**config.mk**
```make
export PLATFORM = sky130hd
export DESIGN_NAME = spi_flash_frontend
export DESIGN_NICKNAME = d
export VERILOG_FILES = /design/src/rtl/spiffe_pkg.sv /design/src/rtl/spiffe_sync.sv /design/src/rtl/spiffe_ctrl.sv /design/src/rtl/spiffe_tx.sv /design/src/rtl/spi_flash_frontend.sv
export SDC_FILE = /design/constraint.sdc
export NUM_CORES = 1
export LEC_CHECK = 0
export BUFFER_PORTS_ARGS = -buffer_cell sky130_fd_sc_hd__buf_2
export CORE_ASPECT_RATIO = 1.5
export CORE_MARGIN = 2
export CORE_UTILIZATION = 55
export DETAILED_ROUTE_END_ITERATION = 7
export PLACE_DENSITY = 0.84
export SLEW_MARGIN = 25
export SYNTH_ARGS = -nofsm -noshare
export SYNTH_HDL_FRONTEND = slang
export SYNTH_HIERARCHICAL = 1
export SYNTH_SLANG_ARGS = --single-unit
```
**constraint.sdc**
```tcl
create_clock -name clk -period 2.1 [get_ports clk]
set_input_delay 0.105 -clock clk [delete_from_list [all_inputs] [get_ports clk]]
set_output_delay 0.105 -clock clk [all_outputs]
set_load 0.01 [all_outputs]
```
**src/rtl/spiffe_pkg.sv**
```systemverilog
package spiffe_pkg;

    typedef enum logic [2:0] {
        PH_OPC,
        PH_ADDR,
        PH_DUMMY,
        PH_DATA,
        PH_HOLD,
        PH_SKIP
    } phase_e;

    typedef enum logic [2:0] {
        SRC_NONE,
        SRC_MEM,
        SRC_STAT,
        SRC_JID,
        SRC_MID,
        SRC_DID
    } src_e;

    typedef struct packed {
        logic addr3;
        logic dummy;
        logic dual;
        logic wip_block;
        src_e src;
    } cmd_info_t;

    localparam logic [7:0] OP_READ  = 8'h03;
    localparam logic [7:0] OP_FAST  = 8'h0B;
    localparam logic [7:0] OP_DUAL  = 8'h3B;
    localparam logic [7:0] OP_STAT  = 8'h05;
    localparam logic [7:0] OP_JID   = 8'h9F;
    localparam logic [7:0] OP_MID   = 8'h90;
    localparam logic [7:0] OP_RDP   = 8'hAB;
    localparam logic [7:0] OP_DPD   = 8'hB9;

    function automatic cmd_info_t decode_op(input logic [7:0] op);
        cmd_info_t c;
        c.addr3     = 1'b0;
        c.dummy     = 1'b0;
        c.dual      = 1'b0;
        c.wip_block = 1'b0;
        c.src       = SRC_NONE;
        case (op)
            OP_READ: begin c.addr3 = 1'b1; c.wip_block = 1'b1; c.src = SRC_MEM; end
            OP_FAST: begin c.addr3 = 1'b1; c.dummy = 1'b1; c.wip_block = 1'b1; c.src = SRC_MEM; end
            OP_DUAL: begin c.addr3 = 1'b1; c.dummy = 1'b1; c.dual = 1'b1; c.wip_block = 1'b1; c.src = SRC_MEM; end
            OP_STAT: begin c.src = SRC_STAT; end
            OP_JID:  begin c.wip_block = 1'b1; c.src = SRC_JID; end
            OP_MID:  begin c.addr3 = 1'b1; c.wip_block = 1'b1; c.src = SRC_MID; end
            OP_RDP:  begin c.addr3 = 1'b1; c.wip_block = 1'b1; c.src = SRC_DID; end
            default: ;
        endcase
        return c;
    endfunction

endpackage

```
**src/rtl/spiffe_sync.sv**
```systemverilog
module spiffe_sync #(
    parameter int W      = 1,
    parameter int STAGES = 2
) (
    input  logic         clk,
    input  logic         rst,
    input  logic [W-1:0] d,
    output logic [W-1:0] q
);
    logic [W-1:0] pipe [STAGES];

    always_ff @(posedge clk) begin
        if (rst) begin
            for (int i = 0; i < STAGES; i++) pipe[i] <= '0;
        end else begin
            pipe[0] <= d;
            for (int i = 1; i < STAGES; i++) pipe[i] <= pipe[i-1];
        end
    end

    assign q = pipe[STAGES-1];
endmodule

```
**src/rtl/spiffe_ctrl.sv**
```systemverilog
module spiffe_ctrl
    import spiffe_pkg::*;
#(
    parameter int         ADDR_W  = 24,
    parameter logic [7:0] MFR_ID  = 8'h68,
    parameter logic [7:0] TYPE_ID = 8'h40,
    parameter logic [7:0] CAP_ID  = 8'h13,
    parameter logic [7:0] DEV_ID  = 8'h12
) (
    input  logic              clk,
    input  logic              rst,
    input  logic              cs_s,
    input  logic              sclk_s,
    input  logic              mosi_s,
    input  logic              wip,
    input  logic [7:0]        status_in,
    input  logic [7:0]        mem_rdata,
    input  logic              tx_taken,
    output logic              data_en,
    output logic              sclk_fall,
    output logic              tx_dual,
    output logic [7:0]        tx_byte,
    output logic              mem_req,
    output logic [ADDR_W-1:0] mem_addr,
    output logic              cmd_done,
    output logic [7:0]        cmd_opcode,
    output logic              cmd_aligned,
    output logic              dpd
);
    localparam int ADDR_BYTES = ADDR_W / 8;
    localparam int LEFT_W     = $clog2(ADDR_BYTES + 1);

    logic              sclk_q, cs_q, sel;
    logic [2:0]        bit_cnt;
    logic [1:0]        byte_cnt;
    logic [6:0]        shreg;
    logic [7:0]        opcode;
    phase_e            phase;
    src_e              cur_src;
    logic              cur_dummy;
    logic [LEFT_W-1:0] left;
    logic [ADDR_W-1:0] addr;
    logic [1:0]        idx;

    wire sclk_rise = sclk_s & ~sclk_q;
    wire cs_fall   = ~cs_s & cs_q;
    wire cs_rise   = cs_s & ~cs_q;
    wire [7:0] rx_byte = {shreg, mosi_s};
    cmd_info_t dec;

    always_comb dec = decode_op(rx_byte);

    always_ff @(posedge clk) begin
        if (rst) begin
            sclk_q <= 1'b0; cs_q <= 1'b0; sel <= 1'b0;
            bit_cnt <= '0; byte_cnt <= '0; shreg <= '0; opcode <= '0;
            phase <= PH_OPC; cur_src <= SRC_NONE; cur_dummy <= 1'b0; tx_dual <= 1'b0;
            left <= '0; addr <= '0; idx <= '0;
            mem_req <= 1'b0; cmd_done <= 1'b0; cmd_opcode <= '0; cmd_aligned <= 1'b0;
            dpd <= 1'b0;
        end else begin
            sclk_q   <= sclk_s;
            cs_q     <= cs_s;
            mem_req  <= 1'b0;
            cmd_done <= 1'b0;
            if (cs_fall) begin
                sel      <= 1'b1;
                bit_cnt  <= '0;
                byte_cnt <= '0;
                phase    <= PH_OPC;
            end else if (cs_rise) begin
                sel <= 1'b0;
                if (sel && byte_cnt != 2'd0 && phase != PH_SKIP) begin
                    cmd_done    <= 1'b1;
                    cmd_opcode  <= opcode;
                    cmd_aligned <= (bit_cnt == 3'd0);
                    if (opcode == OP_DPD && byte_cnt == 2'd1 && bit_cnt == 3'd0) dpd <= 1'b1;
                    if (opcode == OP_RDP) dpd <= 1'b0;
                end
            end else if (sel && sclk_rise) begin
                bit_cnt <= bit_cnt + 3'd1;
                shreg   <= rx_byte[6:0];
                if (bit_cnt == 3'd7) begin
                    if (byte_cnt != 2'd3) byte_cnt <= byte_cnt + 2'd1;
                    case (phase)
                        PH_OPC: begin
                            opcode    <= rx_byte;
                            cur_src   <= dec.src;
                            cur_dummy <= dec.dummy;
                            tx_dual   <= dec.dual;
                            idx       <= 2'd0;
                            if ((dpd && rx_byte != OP_RDP) || (wip && dec.wip_block))
                                phase <= PH_SKIP;
                            else if (dec.addr3) begin
                                phase <= PH_ADDR;
                                left  <= LEFT_W'(ADDR_BYTES - 1);
                            end else if (dec.src != SRC_NONE)
                                phase <= PH_DATA;
                            else
                                phase <= PH_HOLD;
                        end
                        PH_ADDR: begin
                            addr <= {addr[ADDR_W-9:0], rx_byte};
                            if (left == '0) begin
                                if (cur_dummy) phase <= PH_DUMMY;
                                else begin
                                    phase   <= PH_DATA;
                                    mem_req <= (cur_src == SRC_MEM);
                                    idx     <= {1'b0, rx_byte[0]};
                                end
                            end else begin
                                left <= left - LEFT_W'(1);
                            end
                        end
                        PH_DUMMY: begin
                            phase   <= PH_DATA;
                            mem_req <= (cur_src == SRC_MEM);
                            idx     <= {1'b0, addr[0]};
                        end
                        default: ;
                    endcase
                end
            end else if (tx_taken && data_en) begin
                addr    <= addr + ADDR_W'(1);
                mem_req <= (cur_src == SRC_MEM);
                idx     <= (cur_src == SRC_JID && idx == 2'd2) ? 2'd0 : idx + 2'd1;
            end
        end
    end

    always_comb begin
        case (cur_src)
            SRC_MEM:  tx_byte = mem_rdata;
            SRC_STAT: tx_byte = status_in;
            SRC_JID:  tx_byte = (idx == 2'd0) ? MFR_ID : (idx == 2'd1) ? TYPE_ID : CAP_ID;
            SRC_MID:  tx_byte = idx[0] ? DEV_ID : MFR_ID;
            SRC_DID:  tx_byte = DEV_ID;
            default:  tx_byte = 8'h00;
        endcase
    end

    assign data_en   = sel && (phase == PH_DATA);
    assign sclk_fall = sclk_q & ~sclk_s;
    assign mem_addr  = addr;

    p_mem_req_src_r3: assert property (@(posedge clk) disable iff (rst)
        mem_req |-> (cur_src == SRC_MEM));
    p_dpd_entry_r10: assert property (@(posedge clk) disable iff (rst)
        $rose(dpd) |-> (opcode == OP_DPD));
    p_dpd_filter_r11: assert property (@(posedge clk) disable iff (rst)
        (sel && dpd && phase inside {PH_ADDR, PH_DUMMY, PH_DATA, PH_HOLD}) |-> (opcode == OP_RDP));
    p_skip_quiet_r12: assert property (@(posedge clk) disable iff (rst)
        (phase == PH_SKIP) |=> !mem_req && !cmd_done);
    p_done_pulse_r13: assert property (@(posedge clk) disable iff (rst)
        cmd_done |=> !cmd_done);
endmodule

```
**src/rtl/spiffe_tx.sv**
```systemverilog
module spiffe_tx (
    input  logic       clk,
    input  logic       rst,
    input  logic       data_en,
    input  logic       sclk_fall,
    input  logic       dual,
    input  logic [7:0] tx_byte,
    output logic       taken,
    output logic       io0_out,
    output logic       io0_oe,
    output logic       io1_out,
    output logic       io1_oe
);
    logic [7:0] sh;
    logic [2:0] remain;

    always_ff @(posedge clk) begin
        if (rst || !data_en) begin
            sh <= '0; remain <= '0; taken <= 1'b0;
            io0_out <= 1'b0; io1_out <= 1'b0; io0_oe <= 1'b0; io1_oe <= 1'b0;
        end else begin
            taken <= 1'b0;
            if (sclk_fall) begin
                if (remain == 3'd0) begin
                    taken   <= 1'b1;
                    io1_out <= tx_byte[7];
                    io1_oe  <= 1'b1;
                    if (dual) begin
                        io0_out <= tx_byte[6];
                        io0_oe  <= 1'b1;
                        sh      <= {tx_byte[5:0], 2'b00};
                        remain  <= 3'd3;
                    end else begin
                        sh     <= {tx_byte[6:0], 1'b0};
                        remain <= 3'd7;
                    end
                end else begin
                    io1_out <= sh[7];
                    if (dual) begin
                        io0_out <= sh[6];
                        sh      <= {sh[5:0], 2'b00};
                    end else begin
                        sh <= {sh[6:0], 1'b0};
                    end
                    remain <= remain - 3'd1;
                end
            end
        end
    end

    p_dual_pair_r5: assert property (@(posedge clk) disable iff (rst)
        io0_oe |-> io1_oe);
    p_oe_release_r14: assert property (@(posedge clk) disable iff (rst)
        !data_en |=> (!io0_oe && !io1_oe));
endmodule

```
**src/rtl/spi_flash_frontend.sv**
```systemverilog
module spi_flash_frontend #(
    parameter int         ADDR_W      = 24,
    parameter int         SYNC_STAGES = 2,
    parameter logic [7:0] MFR_ID      = 8'h68,
    parameter logic [7:0] TYPE_ID     = 8'h40,
    parameter logic [7:0] CAP_ID      = 8'h13,
    parameter logic [7:0] DEV_ID      = 8'h12
) (
    input  logic              clk,
    input  logic              rst,
    input  logic              sclk,
    input  logic              cs_n,
    input  logic              io0_in,
    output logic              io0_out,
    output logic              io0_oe,
    output logic              io1_out,
    output logic              io1_oe,
    input  logic              wip,
    input  logic [7:0]        status_in,
    output logic              mem_req,
    output logic [ADDR_W-1:0] mem_addr,
    input  logic [7:0]        mem_rdata,
    output logic              cmd_done,
    output logic [7:0]        cmd_opcode,
    output logic              cmd_aligned,
    output logic              dpd_active
);
    logic [2:0] pins_s;
    logic       data_en, sclk_fall, tx_dual, tx_taken;
    logic [7:0] tx_byte;

    spiffe_sync #(.W(3), .STAGES(SYNC_STAGES)) u_sync (
        .clk(clk), .rst(rst), .d({cs_n, sclk, io0_in}), .q(pins_s)
    );

    spiffe_ctrl #(
        .ADDR_W(ADDR_W), .MFR_ID(MFR_ID), .TYPE_ID(TYPE_ID),
        .CAP_ID(CAP_ID), .DEV_ID(DEV_ID)
    ) u_ctrl (
        .clk(clk), .rst(rst),
        .cs_s(pins_s[2]), .sclk_s(pins_s[1]), .mosi_s(pins_s[0]),
        .wip(wip), .status_in(status_in), .mem_rdata(mem_rdata),
        .tx_taken(tx_taken), .data_en(data_en), .sclk_fall(sclk_fall),
        .tx_dual(tx_dual), .tx_byte(tx_byte),
        .mem_req(mem_req), .mem_addr(mem_addr),
        .cmd_done(cmd_done), .cmd_opcode(cmd_opcode), .cmd_aligned(cmd_aligned),
        .dpd(dpd_active)
    );

    spiffe_tx u_tx (
        .clk(clk), .rst(rst), .data_en(data_en), .sclk_fall(sclk_fall),
        .dual(tx_dual), .tx_byte(tx_byte), .taken(tx_taken),
        .io0_out(io0_out), .io0_oe(io0_oe), .io1_out(io1_out), .io1_oe(io1_oe)
    );
endmodule

```
==> impl_metrics.ini <==
[min_path]
min_path_cells = 3
hold_path_class = primary input to flip-flop

[critical_path]
cp-end-kind = flip-flop
crit_path_cell_trace = ha_1, ha_2, nand4bb_1, nor2_2, o21a_1, buf_12, a21oi_1, a211oi_1
r2r-start = u_ctrl/bit_cnt[0]
crit_cells = 8
r2r_setup_slack_ns = 0.01
path_max_fanout = 30
arrival_ns = 2.31
crit_family = compound AO/OA/AOI/OAI gates
worstSetupPathType = flip-flop to flip-flop
crit_end = u_ctrl/mem_addr[13]
slowest_delay_ns = 0.37
required_ns = 2.33
startpoint = u_ctrl/bit_cnt[0]
worst_r2r_endpoint = u_ctrl/mem_addr[13]
path_buf_inv = 1
reg2regPathDepth = 8
startpoint_type = flip-flop
critical-path-slowest-cell = dfxtp_1

[final_layout]
diodes = 0
seq_area_um2 = 1840
mostFrequentLayoutCell = dfxtp_1
multi_input_area_um2 = 3010
final_cell_mix = dfxtp_1 (92), nand2_1 (69), buf_2 (61)
syn_to_final_growth_pct = 14.5
fill_cells = 789
final_cells = 793
nets = 711
drive_gt1_frac = 0.188

[power_and_ir_drop]
peakVddDrop_uv = 489
p_leak_nw = 2.30
power_density_nw_per_um2 = 577

[clocking]
worstSkewPairLatency_ns = 0.34
clockBufferDepth = 2
cts_setup_buffers = 0
htreeDepth = 3
cts_buffers = 9
cts_tree = done
path_clk_slew_ns = 0.07
cts_sinks = 92
cts-root-buf = clkbuf_16

[timing]
slew_headroom = 0.613
setup_viol = 0
rsz0062_at_grt = true
tns_ns = 0
fmax_ghz = 0.479
final_max_slew_viol_count = 0
skew_ns = 0.00916
hold_viol_final = 0
whs_ns = 0.0946
period_share = 0.993
worst_slew_pin_slew_ns = 0.577
layout_min_cycle_time_ns = 2.09

[synthesis]
synth-edff-count = 0
syn-instance-count = 624
synth-simple-area-share = 0.274
yosys_warnings = 6
ys.flop_type = dfxtp_1
synthArstFlopShare = 0
synth_seq_cells = 92
yosysSeqAreaShare = 0.359
synth_top_family_by_area = simple AND/OR/NAND/NOR gates
synth_compound_area_frac = 0.228
syn_area_um2 = 5130
synth_area_per_cell_um2 = 8.23
synth_nets = 659
yosys-mux-area-fraction = 0.0466
synth_xor_area_frac = 0.00512
synth_cell_types = 76
synthAdderAreaFrac = 0.0317

[floorplan]
die_area_um2 = 10100
initial_core_util = 0.561
die-width_um = 82.9
num_rows = 43
die_h_um = 122
ioPinCount = 62
coreArea_um2 = 9150

[global_routing]
grt_pass1_wl_um = 21800
antenna_found_initial = 0
grt_pass1_vias = 4687
grt_usage = 0.258
overflow = 0
grt_max_degree = 41

[route]
totalWireLength_um = 13000
routedWlPerCell_um = 16.4
drt_iter0_drc = 410
drt-vias-per-instance = 6.20
vias = 4920
first_pass_iters = 5
antenna_left = 0
drc_errors = 0

[place]
hpwl_um = 9090
io_buffers = 61
dp_cells = 774
gp_congestion = 0.906

[status]
status = completed

[run]
max_cap_viol_count = 0
## worst min path at each step
stage          from                end  slack, ns
2_1_floorplan   rst  u_sync/pipe[0][0]       0.18
3_3_place_gp   cs_n  u_sync/pipe[0][2]       0.31
3_5_place_dp   cs_n  u_sync/pipe[0][2]       0.32
4_1_cts         wip    u_ctrl/phase[2]       0.08
5_1_grt         wip    u_ctrl/phase[2]       0.12
6_report        wip    u_ctrl/phase[2]       0.09
## Yosys cell counts, types with 7 or more instances
cell / n / area, µm²
a311oi_1: 11 / 96.3
nand2b_1: 17 / 106
and4_1: 7 / 61.3
o21ai_0: 31 / 155
a21oi_1: 48 / 240
a211oi_1: 15 / 113
mux2i_1: 16 / 160
nand3_1: 30 / 150
nor2_1: 54 / 203
nand2_1: 69 / 259
inv_1: 17 / 63.8
dfxtp_1: 92 / 1840
a31oi_1: 9 / 56.3
buf_2: 19 / 95.1
nor2b_1: 14 / 87.6
clkbuf_1: 20 / 75.1
a22oi_1: 8 / 60.1
ha_1: 13 / 163
## per-layer routing
metal | up-vias | track usage | wire (µm)
met2 | 174 | 0.456 | 6760
li1 | 2379 | - | -
met3 | 39 | 0.0430 | 601
met5 | - | 0 | 0
met4 | 0 | 0.141 | 495
met1 | 2328 | 0.297 | 5180
## registers in the layout, indices dropped and copies added (netlist names), 2 cells and up
name / cells
u_ctrl/byte_cnt: 2
u_ctrl/cmd_opcode: 8
u_ctrl/phase: 3
u_ctrl/opcode: 8
u_ctrl/left: 2
u_ctrl/mem_addr: 24
u_ctrl/shreg: 7
u_tx/remain: 3
u_ctrl/cur_src: 3
u_ctrl/idx: 2
u_sync/pipe: 6
u_tx/sh: 7
u_ctrl/bit_cnt: 3
## what timing repair did
item / in CTS / in global routing
resized for setup: 2 / 0
setup endpoints to repair: 2 / 8
hold buffers: 3 / 0
endpoints found under the hold margin: 3 / 0
## area by class of cell
class,instances,area share
clock buffer,15,0.0473
clock inverter,1,0.000852
inverter,17,0.0109
multi-input combinational,468,0.512
sequential,92,0.314
tap,112,0.0239
timing repair buffer,88,0.0920
## cell families (layout without fill, tap and decap cells)
family | Yosys count | in the layout
mux | 23 | 23
simple gates | 252 | 252
fa+ha+maj | 13 | 13
compound gates | 177 | 177
buf+inv | 64 | 121
xor+xnor | 3 | 3
flops | 92 | 92
## stage by stage
step | cell area (µm²) | setup slack [ns] | power, mW | util
finish | 5870 | 0.0139 | 3.39 | 0.642
global route | 5870 | -0.0714 | 3.51 | 0.642
CTS | 5870 | 0.0526 | 3.42 | 0.642
detailed placement | 5560 | -0.0601 | 1.89 | 0.608
global placement | 5560 | 0.165 | 1.89 | 0.608
floorplan | 5130 | 0.287 | 1.85 | -
## worst register-to-register path: stages (launching register included)
cell and delay (ns):
dfxtp_1 0.37, ha_1 0.17, ha_2 0.26, nand4bb_1 0.17
nor2_2 0.21, o21a_1 0.20, buf_12 0.19, a21oi_1 0.10
a211oi_1 0.30
## where the power goes
group	switching, mW	internal (mW)
clock	0.638	0.900
combinational	0.0569	0.0403
sequential	0.00553	1.75
total	0.700	2.69
Power figures use the tool's default switching activity.
